==> src/rtl/pattern_gen.sv <==
module pattern_gen #(
  parameter int H  = 320,
  parameter int V  = 240,
  parameter int CW = 8,
  localparam int XW = $clog2(H),
  localparam int YW = $clog2(V)
) (
  input  logic          clk,
  input  logic          rst_n,
  input  logic          pix_en,
  input  logic [2:0]    mode_sel,
  output logic [XW-1:0] px_x,
  output logic [YW-1:0] px_y,
  output logic          frame_start,
  output logic [CW-1:0] red,
  output logic [CW-1:0] grn,
  output logic [CW-1:0] blu,
  output logic          pix_valid
);
  localparam int PW = 2*XW + 2;

  logic [2:0]    act_mode;
  logic          last_x, last_y, wrap;
  logic [PW-1:0] xe, ye, sum, dif, prd, sqs, sqd, big;
  logic [PW-1:0] r_c, g_c, b_c;

  assign last_x = px_x == XW'(H-1);
  assign last_y = px_y == YW'(V-1);
  assign wrap   = pix_en && last_x && last_y;

  assign xe  = PW'(px_x);
  assign ye  = PW'(px_y);
  assign sum = xe + ye;
  assign dif = xe - ye;
  assign prd = xe * ye;
  assign sqs = xe*xe + ye*ye;
  assign sqd = xe*xe - ye*ye;
  assign big = (xe > ye) ? xe : ye;

  always_comb begin
    r_c = xe; g_c = ye; b_c = xe ^ ye;
    case (act_mode)
      3'd1: begin g_c = sum; b_c = sum; end
      3'd2: begin g_c = prd; b_c = prd; end
      3'd3: b_c = '0;
      3'd4: begin r_c = sqs; g_c = sqs; b_c = sqs; end
      3'd5: begin r_c = sum; g_c = dif; end
      3'd6: begin r_c = sqd; g_c = sqd; b_c = sqd; end
      3'd7: begin r_c = big; g_c = big; b_c = big; end
      default: ;
    endcase
  end

  always_ff @(posedge clk or negedge rst_n) begin
    if (!rst_n) begin
      px_x        <= '0;
      px_y        <= '0;
      act_mode    <= '0;
      frame_start <= 1'b0;
      pix_valid   <= 1'b0;
      red         <= '0;
      grn         <= '0;
      blu         <= '0;
    end else begin
      frame_start <= wrap;
      pix_valid   <= pix_en;
      if (pix_en) begin
        red  <= r_c[CW-1:0];
        grn  <= g_c[CW-1:0];
        blu  <= b_c[CW-1:0];
        px_x <= last_x ? '0 : px_x + 1'b1;
        if (last_x) px_y <= last_y ? '0 : px_y + 1'b1;
      end
      if (wrap) act_mode <= mode_sel;
    end
  end
endmodule

==> config.mk <==
export PLATFORM = sky130hd
export DESIGN_NAME = pattern_gen
export DESIGN_NICKNAME = d
export VERILOG_FILES = /design/src/rtl/pattern_gen.sv
export SDC_FILE = /design/constraint.sdc
export NUM_CORES = 1
export LEC_CHECK = 0
export BUFFER_PORTS_ARGS = -buffer_cell sky130_fd_sc_hd__buf_4
export CAP_MARGIN = 15
export CORE_MARGIN = 5
export CORE_UTILIZATION = 35
export CTS_CLUSTER_SIZE = 16
export DETAILED_ROUTE_END_ITERATION = 10
export GPL_TIMING_DRIVEN = 0
export SLEW_MARGIN = 20
export SYNTH_ARGS = -nofsm -noshare
export SYNTH_HDL_FRONTEND = slang
export SYNTH_SLANG_ARGS = --single-unit
==> constraint.sdc <==
create_clock -name clk -period 4.2 [get_ports clk]
set_input_delay 0.42 -clock clk [delete_from_list [all_inputs] [get_ports clk]]
set_output_delay 0.42 -clock clk [all_outputs]
set_load 0.05 [all_outputs]
==> impl_summary.txt <==
----------------------------------------------------
[Flow run]
  Max capacitance violation total ... 0

[Final layout]
  Share of cells above drive strength 1 ... 24.32%
  Final cell utilization of the core ... 45.25%
  Commonest non-fill, non-tap cell in the layout ... sky130_fd_sc_hd__buf_4
  Number of nets in the layout ... 876
  Most frequent cells in the layout ... sky130_fd_sc_hd__buf_4, sky130_fd_sc_hd__inv_1, sky130_fd_sc_hd__ha_1, sky130_fd_sc_hd__nand2_1, sky130_fd_sc_hd__nor2_1
  Antenna diode count ... 0
  P&R area growth vs syn ... 25.95%

[Timing]
  Part of the cycle the worst path needs ... 108.5%
  Setup repair after global routing missed its margin ... yes
  Final hold violation count ... 0
  Crit path setup slack, layout ... -358.1 ps
  Worst-Margin Slew ... 880.9 ps
  Sum of negative setup slack ... -1882 ps
  Setup-violating endpoint count in the final report ... 6
  Shortest clock period the worst path allows after layout ... 4558 ps
  Slew Viols, Final ... 0
  Upper clock frequency limit ... 219.4 MHz
  Max-slew headroom at the worst pin ... 40.82%
  Clock Skews ... 7.596 ps
  Worst hold slack across all endpoints ... 140.6 ps

[GRT]
  Total track usage ... 19.51%
  Number of antenna violations at the first check in global routing ... 0
  Total congestion overflow ... 0
  Maximum number of pins on one net before global-route repair ... 47
  First-pass GRT wire length ... 28430 um
  Number of global-route vias before repair ... 5067

[Synth]
  Number of flops mapped to enable cells by yosys ... 0
  Post-Synthesis Net Count ... 786
  Synth unique cells ... 65
  Number of flip-flops and latches in the synthesized netlist ... 46
  Share of flip-flops with an asynchronous set or reset after synthesis ... 100.0%
  Post-synth top flop ... sky130_fd_sc_hd__dfrtp_1
  Synthesized area ... 5728 sq um
  Avg Synthesized Cell Area ... 8.399 sq um
  Synthesized netlist cell count ... 682
  Syn. warnings ... 0
  Part of the Yosys area used for sequential elements ... 20.10%

[Route]
  Vias per Instance ... 5.319
  Post-Route WL ... 18280 um
  Post-detailed-route DRC marker count ... 0
  Wire length per cell after detailed routing ... 18.48 um
  Number of nets with antenna violations after routing ... 0
  Violation count after the first detailed-routing iteration ... 475
  Number of vias after detailed routing ... 5260
  First-pass iteration count of the detailed router ... 5

[Status]
  Result of the run ... finished with violations
  Failing checks ... negative setup slack

[Floorplan]
  Core ar. ... 15940 sq um
  Die boundary height ... 137.9 um
  Area of the die ... 19020 sq um
  Row count ... 46
  Effective utilization at floorplan ... 35.93%
  Die width ... 137.9 um
  I/O pin cnt ... 49

[Clock tree]
  CTS tree ... built
  Number of buffers on the longest clock path ... 2
  CTS clock-pin slew for the worst setup and hold paths ... 70 ps
  TritonCTS Buffers ... 5
  Clock sink count ... 46
  Number of H-tree levels ... 2
  Clock Root Buffer ... sky130_fd_sc_hd__clkbuf_16
  Clk Latency, worst-skew pair ... 300 ps

[Setup path]
  CP endpoint kind ... flip-flop
  Register-to-register path setup slack ... -360 ps
  Most frequent cell on the critical path ... sky130_fd_sc_hd__ha_4
  Longest individual stage delay on the worst path ... 550 ps
  Timing startpoint of the critical path ... px_x[1]
  Worst Path Required ... 4360 ps
  Reg2reg path depth ... 20
  Type of the worst setup path ... flip-flop to flip-flop
  Series of cell instances along the critical path ... buf_6 > nand2_4 > xnor2_2 > ha_2 > a21o_1 > fa_1 > ha_4 > inv_2 > fa_1 > inv_2 > ha_4 > a21oi_4 > xnor2_4 > ha_4 > nand2b_4 > o31ai_2 > o32ai_2 > xor2_1 > a22oi_2 > a31oi_1
  CP max-delay cell ... sky130_fd_sc_hd__fa_1
  FF-to-FF End ... grn[7]
  Data arrival at the endpoint of the critical path ... 4720 ps
  Startpoint of the worst register-to-register path ... px_x[1]
  Kind of launch point of the worst setup path ... flip-flop
  Critical path fanouts, max ... 4

[Placed design]
  # port buffers ... 48
  GP Congestion ... 0.9519
  Detailed-placement wirelength estimate ... 13960 um

[Hold path]
  Tightest Hold Check Type ... primary input to asynchronous set/reset pin

----------------------------------------------------
## cells in the mapped netlist, drive strengths merged (6+ instances only)
cell type  count  area share, %
o21bai         6           0.79
dfrtp         46             20
nand2b         7           0.76
ha            68             15
clkbuf        21            1.4
xor2          12            1.8
a211oi         6           0.87
nand3         15            1.3
nand2         55            3.8
a21o          12            1.6
nor3          12            1.0
a31oi         17            1.9
o21ai         45            3.9
o22ai          7           0.76
xnor2         39            6.1
inv           70            4.6
nor2          54            3.7
nor2b          9           0.98
and2          28            3.1
buf           17            1.8
fa            30             10
a21oi         33            2.9
## area by class of cell
cell class	count	area (sq um)
fill	1581	8728
timing repair buffer	87	656.9
clock buffer	6	138.9
multi-input combinational	525	4424
inverter	73	300.3
tap	216	270.3
clock inverter	2	12.51
sequential	46	1171
buffer	34	240.2
## state kept, by name, summed over array words and instances, names as in the netlist
name and flops:
px_x 9, act_mode 3, frame_start 1, px_y 8, pix_valid 1, grn 8
red 8, blu 8
## how the worst max path moves through the flow
stage | endpoint | slack [ps] | cells after the start
6_report | grn[7] | -360 | 20
5_1_grt | blu[7] | -490 | 20
4_1_cts | grn[7] | -290 | 20
3_5_place_dp | grn[7] | -1060 | 15
3_3_place_gp | blu[7] | -1060 | 15
2_1_floorplan | blu[7] | -180 | 20
## layer usage
metal,global-route usage [%],vias to the layer above,routed length (um)
li1,-,2497,-
met1,27.68,2574,8322
met2,31.86,169,8522
met3,2.975,20,1173
met4,3.622,0,258
met5,0,-,0
## through the flow
step | instance area [sq um] | worst slack [ps] | instances
3_3_place_gp | 6484 | -1059 | 946
3_5_place_dp | 6484 | -1064 | 946
6_report | 7214 | -358.1 | 989
5_1_grt | 7214 | -490.3 | 989
4_1_cts | 6980 | -291.8 | 968
2_1_floorplan | 5853 | -179.9 | 682
## critical path, delay by kind of cell, from the launching register on
kind / cells / cell delay [ps]
AND/OR/NAND/NOR: 2 / 180
buffers and inverters: 3 / 220
flip-flops: 1 / 510
XOR/XNOR: 3 / 310
AO/OA/AOI/OAI: 6 / 1170
adder cells (fa/ha/maj): 6 / 2030
## repair_timing
| action | in CTS | in global routing |
|---|---|---|
| pin swaps | 15 | 17 |
| buffers inserted | 18 | 21 |
| gates resized for setup | 44 | 18 |
| hold buffers | 0 | 0 |
| setup endpoints to repair | 10 | 9 |
| cloned | 0 | 0 |
## cell families (layout without fill, tap and decap cells)
| family | count (synthesis) | count (layout) | share of synthesized area [%] |
|---|---|---|---|
| simple gates | 199 | 199 | 16.97 |
| xor+xnor | 54 | 54 | 9.109 |
| compound gates | 162 | 162 | 18.28 |
| fa+ha+maj | 98 | 98 | 25.34 |
| buf+inv | 111 | 202 | 8.016 |
| flops | 46 | 46 | 20.10 |
| other cells | 2 | 2 | 0.1311 |
| mux | 10 | 10 | 2.053 |
Power is not shown: default switching activity piles up to over one toggle a cycle in this logic, so the estimate is an artifact.
